[src/rtl/fsg_pkg.sv]
package fsg_pkg;

    // Default widths of the configuration fields.
    localparam int unsigned FSG_DIV_W       = 8;
    localparam int unsigned FSG_PER_W       = 12;
    localparam int unsigned FSG_WID_W       = 8;
    localparam int unsigned FSG_SYNC_STAGES = 2;

    // Source of frame starts.
    typedef enum logic {
        MODE_FREE = 1'b0,
        MODE_SYNC = 1'b1
    } fsg_mode_e;

    // Divider action for the current system-clock cycle.
    typedef enum logic [1:0] {
        DIV_HOLD   = 2'd0,
        DIV_STEP   = 2'd1,
        DIV_RELOAD = 2'd2
    } fsg_div_op_e;

    // Picks the divider action: a resync overrides a reference edge.
    function automatic fsg_div_op_e div_op(input logic resync, input logic ref_edge);
        if (resync)
            return DIV_RELOAD;
        else if (ref_edge)
            return DIV_STEP;
        else
            return DIV_HOLD;
    endfunction

endpackage

[src/rtl/fsg_edge_sync.sv]
module fsg_edge_sync #(
    parameter int unsigned STAGES = 2
) (
    input  logic clk,
    input  logic rst,
    input  logic din,
    output logic rise
);
    logic [STAGES-1:0] stg;
    logic              last_q;

    for (genvar i = 0; i < STAGES; i++) begin : g_stage
        if (i == 0) begin : g_first
            always_ff @(posedge clk) begin
                if (rst) stg[0] <= 1'b0;
                else     stg[0] <= din;
            end
        end else begin : g_next
            always_ff @(posedge clk) begin
                if (rst) stg[i] <= 1'b0;
                else     stg[i] <= stg[i-1];
            end
        end
    end

    always_ff @(posedge clk) begin
        if (rst) last_q <= 1'b0;
        else     last_q <= stg[STAGES-1];
    end

    assign rise = stg[STAGES-1] & ~last_q;

endmodule

[src/rtl/fsg_clkdiv.sv]
module fsg_clkdiv
    import fsg_pkg::*;
#(
    parameter int unsigned DIV_W = FSG_DIV_W
) (
    input  logic             clk,
    input  logic             rst,
    input  logic             ref_edge,
    input  logic             resync,
    input  logic [DIV_W-1:0] div_val,
    output logic             tick,
    output logic             bclk
);
    typedef struct packed {
        logic [DIV_W-1:0] cnt;
        logic             level;
    } div_state_t;

    div_state_t  st, st_nx;
    fsg_div_op_e op;
    logic        wrap;
    logic [DIV_W-1:0] cnt_inc;
    logic [DIV_W:0]   high_len;

    assign op       = div_op(resync, ref_edge);
    assign wrap     = (st.cnt >= div_val);
    assign cnt_inc  = wrap ? '0 : st.cnt + DIV_W'(1);
    assign high_len = ({1'b0, div_val} + (DIV_W+1)'(2)) >> 1;

    always_comb begin
        st_nx = st;
        case (op)
            DIV_RELOAD: begin
                st_nx.cnt   = div_val;
                st_nx.level = 1'b0;
            end
            DIV_STEP: begin
                st_nx.cnt   = cnt_inc;
                st_nx.level = ({1'b0, cnt_inc} < high_len);
            end
            default: st_nx = st;
        endcase
    end

    always_ff @(posedge clk) begin
        if (rst) st <= '{cnt: '1, level: 1'b0};
        else     st <= st_nx;
    end

    assign tick = (op == DIV_STEP) && wrap;
    assign bclk = st.level;

endmodule

[src/rtl/fsg_framer.sv]
module fsg_framer
    import fsg_pkg::*;
#(
    parameter int unsigned PER_W = FSG_PER_W,
    parameter int unsigned WID_W = FSG_WID_W
) (
    input  logic             clk,
    input  logic             rst,
    input  logic             tick,
    input  logic             ext_rise,
    input  logic             sync_req,
    input  logic [PER_W-1:0] per_val,
    input  logic [WID_W-1:0] wid_val,
    output logic             frame,
    output logic             locked
);
    typedef struct packed {
        logic [PER_W-1:0] pcnt;
        logic [WID_W-1:0] wcnt;
        logic             active;
        fsg_mode_e        mode;
    } frm_state_t;

    frm_state_t st, st_nx;
    logic       start;

    always_comb begin
        if (st.mode == MODE_SYNC) start = ext_rise;
        else                      start = tick && (st.pcnt == '0);
    end

    always_comb begin
        st_nx = st;
        // Period counter only runs in free mode.
        if (st.mode == MODE_SYNC)
            st_nx.pcnt = '0;
        else if (tick)
            st_nx.pcnt = (st.pcnt >= per_val) ? '0 : st.pcnt + PER_W'(1);
        // Pulse width.
        if (start) begin
            st_nx.active = 1'b1;
            st_nx.wcnt   = '0;
        end else if (tick && st.active) begin
            if (st.wcnt >= wid_val) st_nx.active = 1'b0;
            else                    st_nx.wcnt   = st.wcnt + WID_W'(1);
        end
        // Mode is adopted only between frames.
        if (!st.active)
            st_nx.mode = sync_req ? MODE_SYNC : MODE_FREE;
    end

    always_ff @(posedge clk) begin
        if (rst) st <= '{pcnt: '0, wcnt: '0, active: 1'b0, mode: MODE_FREE};
        else     st <= st_nx;
    end

    assign frame  = st.active;
    assign locked = (st.mode == MODE_SYNC);

endmodule

[src/rtl/fsync_gen.sv]
module fsync_gen
    import fsg_pkg::*;
#(
    parameter int unsigned DIV_W       = FSG_DIV_W,
    parameter int unsigned PER_W       = FSG_PER_W,
    parameter int unsigned WID_W       = FSG_WID_W,
    parameter int unsigned SYNC_STAGES = FSG_SYNC_STAGES
) (
    input  logic             clk,
    input  logic             rst,
    input  logic             ext_clk_in,
    input  logic             ext_fs_in,
    input  logic [DIV_W-1:0] div_val,
    input  logic [PER_W-1:0] per_val,
    input  logic [WID_W-1:0] wid_val,
    input  logic             sync_mode,
    output logic             bclk_out,
    output logic             fsync_out
);
    logic ck_rise;
    logic fs_rise;
    logic clk_tick;
    logic mode_is_sync;
    logic resync;

    fsg_edge_sync #(.STAGES(SYNC_STAGES)) u_ck_sync (
        .clk  (clk),
        .rst  (rst),
        .din  (ext_clk_in),
        .rise (ck_rise)
    );

    fsg_edge_sync #(.STAGES(SYNC_STAGES)) u_fs_sync (
        .clk  (clk),
        .rst  (rst),
        .din  (ext_fs_in),
        .rise (fs_rise)
    );

    assign resync = mode_is_sync && fs_rise;

    fsg_clkdiv #(.DIV_W(DIV_W)) u_div (
        .clk      (clk),
        .rst      (rst),
        .ref_edge (ck_rise),
        .resync   (resync),
        .div_val  (div_val),
        .tick     (clk_tick),
        .bclk     (bclk_out)
    );

    fsg_framer #(.PER_W(PER_W), .WID_W(WID_W)) u_frm (
        .clk      (clk),
        .rst      (rst),
        .tick     (clk_tick),
        .ext_rise (fs_rise),
        .sync_req (sync_mode),
        .per_val  (per_val),
        .wid_val  (wid_val),
        .frame    (fsync_out),
        .locked   (mode_is_sync)
    );

endmodule

[config.mk]
export PLATFORM = sky130hd
export DESIGN_NAME = fsync_gen
export DESIGN_NICKNAME = d
export VERILOG_FILES = /design/src/rtl/fsg_pkg.sv /design/src/rtl/fsg_edge_sync.sv /design/src/rtl/fsg_clkdiv.sv /design/src/rtl/fsg_framer.sv /design/src/rtl/fsync_gen.sv
export SDC_FILE = /design/constraint.sdc
export NUM_CORES = 1
export LEC_CHECK = 0
export BUFFER_PORTS_ARGS = -buffer_cell sky130_fd_sc_hd__buf_2
export CAP_MARGIN = 0
export CELL_PAD_IN_SITES_DETAIL_PLACEMENT = 1
export CELL_PAD_IN_SITES_GLOBAL_PLACEMENT = 2
export CORE_MARGIN = 2
export CORE_UTILIZATION = 31
export DETAILED_ROUTE_END_ITERATION = 12
export GPL_TIMING_DRIVEN = 1
export PLACE_DENSITY_LB_ADDON = 0.1
export SETUP_SLACK_MARGIN = 0.3
export SLEW_MARGIN = 20
export SYNTH_ARGS = -nofsm -noshare
export SYNTH_HDL_FRONTEND = slang
export SYNTH_SLANG_ARGS = --single-unit
[constraint.sdc]
create_clock -name clk -period 2.8 [get_ports clk]
set_input_delay 0.14 -clock clk [delete_from_list [all_inputs] [get_ports clk]]
set_output_delay 0.14 -clock clk [all_outputs]
set_load 0.01 [all_outputs]
==> flow_summary.json, run 1 <==
{
  "status": "finished, final reports clean",
  "cts.htree.levels": 2,
  "yosysUniqueCellTypes": 49,
  "syn-cell-area_sq_um": 2740,
  "drc_errors": 0,
  "worstPathMaxFanout": 5,
  "slew_violations": 0,
  "fin_skew_ps": 13.8,
  "fp.dieArea_sq_um": 9620,
  "worstHoldPathType": "in -> reg",
  "yosysMostFrequentCell": "ha_1",
  "hpwl_um": 5960,
  "synth.top_cell.area_share": 0.270,
  "synth_edf_count": 0,
  "fmax_mhz": 393,
  "syn_nets": 407,
  "hold_viol": 0,
  "place_congestion": 0.788,
  "crit_type": "reg -> reg",
  "synth_top_area_cell": "dfxtp_1",
  "grt_usage": 0.175,
  "overflow": 0,
  "timing.rr.end": "u_div.st[6]",
  "syn_inst": 334,
  "cts_root_buffer": "clkbuf_8",
  "cp-start-kind": "flip-flop",
  "cts.sinks": 37,
  "ys.flop_type": "dfxtp_1",
  "via_per_inst": 5.22,
  "pin_count": 35,
  "crit_path_end_kind": "flip-flop",
  "worst_slew_pin_slew_ps": 484,
  "dpl_cell_area_sq_um": 3090,
  "dr.pass1.iters": 4,
  "diodes": 0,
  "ant_nets": 0,
  "dieHeight_um": 98.1,
  "via_count": 2625,
  "fin_area_sq_um": 3510,
  "synthTopCellsByArea": "dfxtp_1 27%, ha_1 18%, xnor2_1 4.5%",
  "fin_nets": 467,
  "grt_pass1_vias": 2758,
  "grt_max_degree": 23,
  "finalCritPeriodShare": 0.908,
  "synth-seq-cells": 37,
  "drtIter0Drc": 49,
  "wl_um": 8270,
  "min_period_ps": 2540,
  "slew_headroom": 0.675,
  "ctsHoldBuffers": 0,
  "grt_setup_unrepaired": "yes",
  "cp_data_arrival_time_ps": 2730,
  "antenna_found_initial": 0,
  "p_per_area_nw_per_um2": 405,
  "timing.rr.start": "u_div.st[1]",
  "hold_start": "ext_clk_in",
  "syn2layout_area_growth_pct": 27.8,
  "reg2reg_slack_ps": 260,
  "async_flop_share": 0,
  "cap_violations": 0,
  "seq_area_frac_synth": 0.270,
  "p_leak_uw": 0.00152,
  "hold_path_depth": 2,
  "cts_tree": "built",
  "peakVddDrop_mv": 0.193,
  "required_ps": 2990,
  "path_clk_slew_ps": 90,
  "cts_buffers": 5,
  "start_util": 0.318,
  "die_w_um": 98.1,
  "ys_warn_count": 0,
  "netlist_top_cells_count": "40 x ha_1, 37 x dfxtp_1, 31 x inv_1",
  "core-area_sq_um": 8640,
  "routedWlPerCell_um": 16.4,
  "fin_setup_tns_ps": 0,
  "rows": 34,
  "clock_path_buffers": 2,
  "portBuffers": 34,
  "r2r_cells": 15,
  "grt_pass1_wl_um": 13600,
  "layout-drive-gt1-share": 0.263,
  "fill_cells": 1056,
  "whs_ps": 55.8,
  "setup_viol": 0,
  "syn_avg_cell_area_sq_um": 8.22,
  "clock_latency_ps": 300,
  "hold_end": "u_ck_sync.stg[0]"
}
-- worst max-delay path by stage --
| stage | startpoint | endpoint | slack (ps) | depth (start not counted) |
|---|---|---|---|---|
| 5_1_grt | u_div.st[1] | u_div.st[6] | 220 | 15 |
| 3_3_place_gp | u_div.st[1] | u_div.bclk | 180 | 12 |
| 2_1_floorplan | u_div.st[1] | u_div.bclk | 310 | 11 |
| 3_5_place_dp | u_div.st[1] | u_div.bclk | 120 | 12 |
| 4_1_cts | u_div.st[1] | u_div.st[6] | 200 | 15 |
| 6_report | u_div.st[1] | u_div.st[6] | 260 | 15 |
-- metal layers --
layer  track usage  vias up  share of wire
met5             0        -              0
met4        0.0385        0         0.0087
met3        0.0236        7          0.017
met2         0.315       20           0.50
met1         0.221     1284           0.48
li1              -     1314              -
-- power breakdown --
group	leakage, uW	internal (uW)	switching [uW]
logic	0.00116	184	203
registers	0.000300	541	15.8
clock network	0.0000556	254	221
-- critical path, stage by stage, from the launching register on --
cell      delay [ps]
dfxtp_4          360
inv_4             30
ha_4             240
nand2b_4         100
a2111o_1         190
a31o_4           270
nor2_4            70
buf_6            120
buf_6            100
buf_6            100
buf_6            100
buf_6            100
buf_4            120
buf_4            120
buf_6            100
a211o_1          290
-- cells in the final DEF, fill, tap and decap left out, types with 2 or more instances in the layout --
cell      count
a211o_1       4
a211oi_1      6
a21oi_1      15
a21oi_2       3
a31oi_1       2
a31oi_4       2
and3_1        4
and4_1        2
buf_2        34
buf_4        20
buf_6         6
clkbuf_8      6
dfxtp_1      31
dfxtp_2       5
ha_1         35
ha_4          5
inv_1        30
mux2i_1       2
nand2_1      18
nand2b_1      4
nand3_1      19
nand4_1       9
nor2_1       22
nor2_2        5
nor2_4        3
nor2b_1       8
nor3_1       12
nor3b_1       2
nor4_1        5
o211ai_1      3
o21ai_0      16
o31ai_1       2
or3_1         5
or4_4         2
xnor2_1      14
xor2_1       10
-- area by class of cell --
class                      count  area [sq um]  share of cell area
clock buffer                   7           108              0.0307
clock inverter                 1          7.51             0.00214
inverter                      31           119              0.0339
multi-input combinational    259          2000               0.570
sequential                    37           751               0.214
tap                          108           135              0.0385
timing repair buffer          60           388               0.111
-- metrics by stage --
stage | utilization | setup WS (ps) | instances | power [uW]
2_1_floorplan | - | 306 | 334 | 765
3_3_place_gp | 0.358 | 176 | 474 | 852
3_5_place_dp | 0.358 | 119 | 474 | 859
4_1_cts | 0.386 | 204 | 495 | 1390
5_1_grt | 0.406 | 215 | 503 | 1510
6_report | 0.406 | 258 | 503 | 1420
-- registers in the layout, summed over array words and instances, names as in the netlist --
name,cells
u_frm.st,20
u_div.st,8
u_ck_sync.stg,2
u_fs_sync.stg,2
u_ck_sync.last_q,1
u_div.bclk,1
u_frm.frame,1
u_frm.locked,1
u_fs_sync.last_q,1
-- kinds of logic (layout without fill, tap and decap cells) --
| family | Yosys count | count (layout) | share of synthesized area |
|---|---|---|---|
| XOR/XNOR | 24 | 24 | 0.0766 |
| buffers and inverters | 41 | 99 | 0.0620 |
| AO/OA/AOI/OAI | 63 | 65 | 0.158 |
| flip-flops | 37 | 37 | 0.270 |
| AND/OR/NAND/NOR | 127 | 128 | 0.244 |
| adder cells (fa/ha/maj) | 40 | 40 | 0.182 |
| multiplexers | 2 | 2 | 0.00730 |
-- what timing repair did --
action,4_1_cts,5_1_grt
gates cloned,1,2
setup buffers,12,6
pin swaps,7,15
gates resized for setup,8,24
endpoints found under the setup margin,13,19
No activity file was read; power rests on OpenSTA's default activity.
==> run 2: changes to the inputs <==
MAX_ROUTING_LAYER = met4   (was default)
==> flow_summary.json, run 2 (synthesis gave the netlist of run 1 again) <==
{
  "dr.pass1.iters": 4,
  "setup_viol": 0,
  "crit_type": "reg -> reg",
  "clock_latency_ps": 300,
  "layout-drive-gt1-share": 0.263,
  "worst_slew_pin_slew_ps": 485,
  "cp_data_arrival_time_ps": 2740,
  "grt_pass1_wl_um": 13600,
  "diodes": 0,
  "pin_count": 35,
  "worstPathMaxFanout": 5,
  "grt_setup_unrepaired": "yes",
  "fin_nets": 467,
  "hold_viol": 0,
  "slew_headroom": 0.674,
  "antenna_found_initial": 0,
  "timing.final.ws_setup_ps": 258,
  "worstHoldPathType": "in -> reg",
  "cts.sinks": 37,
  "cap_violations": 0,
  "layout_common_cells": "35 x ha_1, 34 x buf_2, 31 x dfxtp_1",
  "drtIter0Drc": 50,
  "power_frac_clock": 0.335,
  "p_leak_uw": 0.00152,
  "cp_common_cell": "buf_6",
  "finalCritPeriodShare": 0.908,
  "p_per_area_nw_per_um2": 405,
  "fin_setup_tns_ps": 0,
  "start_util": 0.318,
  "ant_nets": 0,
  "die_w_um": 98.1,
  "required_ps": 2990,
  "dpl_cell_area_sq_um": 3090,
  "syn2layout_area_growth_pct": 27.8,
  "portBuffers": 34,
  "seqPwrFrac": 0.392,
  "min_period_ps": 2540,
  "cts_tree": "built",
  "drc_errors": 0,
  "via_count": 2626,
  "fin_area_sq_um": 3510,
  "top_regs": "u_frm.st: 20 flops, u_div.st: 8 flops",
  "fin_skew_ps": 13.8,
  "layout_commonest_cell": "ha_1",
  "slowest_delay_ps": 360,
  "clock_path_buffers": 2,
  "dp_slack_ps": 119,
  "overflow": 0,
  "fill_cells": 1056,
  "peakVddDrop_mv": 0.193,
  "path_clk_slew_ps": 90,
  "grt_usage": 0.180,
  "routedWlPerCell_um": 16.5,
  "grt_pass1_vias": 2759,
  "slew_violations": 0,
  "switchingPower_uw": 440,
  "intPower_uw": 979,
  "cts_root_buffer": "clkbuf_8",
  "pwr-share-comb": 0.272,
  "fmax_mhz": 393,
  "hpwl_um": 5960,
  "status": "finished, final reports clean",
  "cts_buffers": 5,
  "fp.dieArea_sq_um": 9620,
  "grt_max_degree": 23,
  "largest-register": "u_frm.st",
  "crit_path_end_kind": "flip-flop",
  "wl_um": 8300,
  "cp-start-kind": "flip-flop",
  "cp_slowest_cell": "dfxtp_4",
  "dieHeight_um": 98.1,
  "core-area_sq_um": 8640,
  "largest_reg_flops": 20,
  "switching_share": 0.310,
  "rows": 34,
  "via_per_inst": 5.22,
  "place_congestion": 0.799,
  "cts.htree.levels": 2,
  "path_cells": "inv_4 -> ha_4 -> nand2b_4 -> a2111o_1 -> a31o_4 -> nor2_4 -> buf_6 -> buf_6 -> buf_6 -> buf_6 -> buf_6 -> buf_4 -> buf_4 -> buf_6 -> a211o_1"
}
-- run 2: layout make-up --
cell class	instances	area, sq um	area share
inverter	31	119	0.0339
sequential	37	751	0.214
clock buffer	7	108	0.0307
tap	108	135	0.0385
timing repair buffer	60	388	0.111
clock inverter	1	7.51	0.00214
multi-input combinational	259	2000	0.570
-- run 2: final timing paths --
check | from | to | slack [ps] | depth (start not counted)
setup / recovery | u_div.st[1] | u_div.st[6] | 260 | 15
hold / removal | ext_clk_in | u_ck_sync.stg[0] | 50 | 2
setup reg to reg | u_div.st[1] | u_div.st[6] | 260 | 15
hold reg to reg | u_ck_sync.stg[0] | u_ck_sync.stg[1] | 440 | 1
-- run 2: power groups by stage --
stage          logic [uW]  clock network, uW  registers (uW)
3_5_place_dp          290                  0             569
5_1_grt               428                516             560
6_report              386                476             557
4_1_cts               349                491             555
2_1_floorplan         200                  0             565
3_3_place_gp          284                  0             568
-- run 2: metal layers --
metal | vias up | share of wire | wire [um] | global-route usage
met5 | - | 0 | 0 | -
met4 | 0 | 0.0082 | 68 | 0.0385
met3 | 7 | 0.022 | 184 | 0.0258
met2 | 24 | 0.49 | 4100 | 0.315
met1 | 1280 | 0.48 | 3950 | 0.221
li1 | 1315 | - | - | -
-- run 2: through the flow --
stage | total power (uW) | util | hold slack (ps) | instances
detailed placement | 859 | 0.358 | 360 | 474
finish | 1420 | 0.406 | 54.2 | 503
CTS | 1390 | 0.386 | 48.2 | 495
floorplan | 765 | - | 268 | 334
global route | 1500 | 0.406 | 54.6 | 503
global placement | 852 | 0.358 | 349 | 474
-- run 2: critical path: cells and delay by family (launching register included) --
family,cells,cell delay (ps)
adder cells (fa/ha/maj),1,240
buffers and inverters,9,890
AND/OR/NAND/NOR,2,170
AO/OA/AOI/OAI,3,750
flip-flops,1,360
-- run 2: what timing repair did --
action                                  4_1_cts  5_1_grt
gates cloned                                  1        2
pin swaps                                     7       15
gates resized for setup                       8       24
buffers inserted                             12        6
endpoints found under the setup margin       13       19
hold buffers                                  0        0
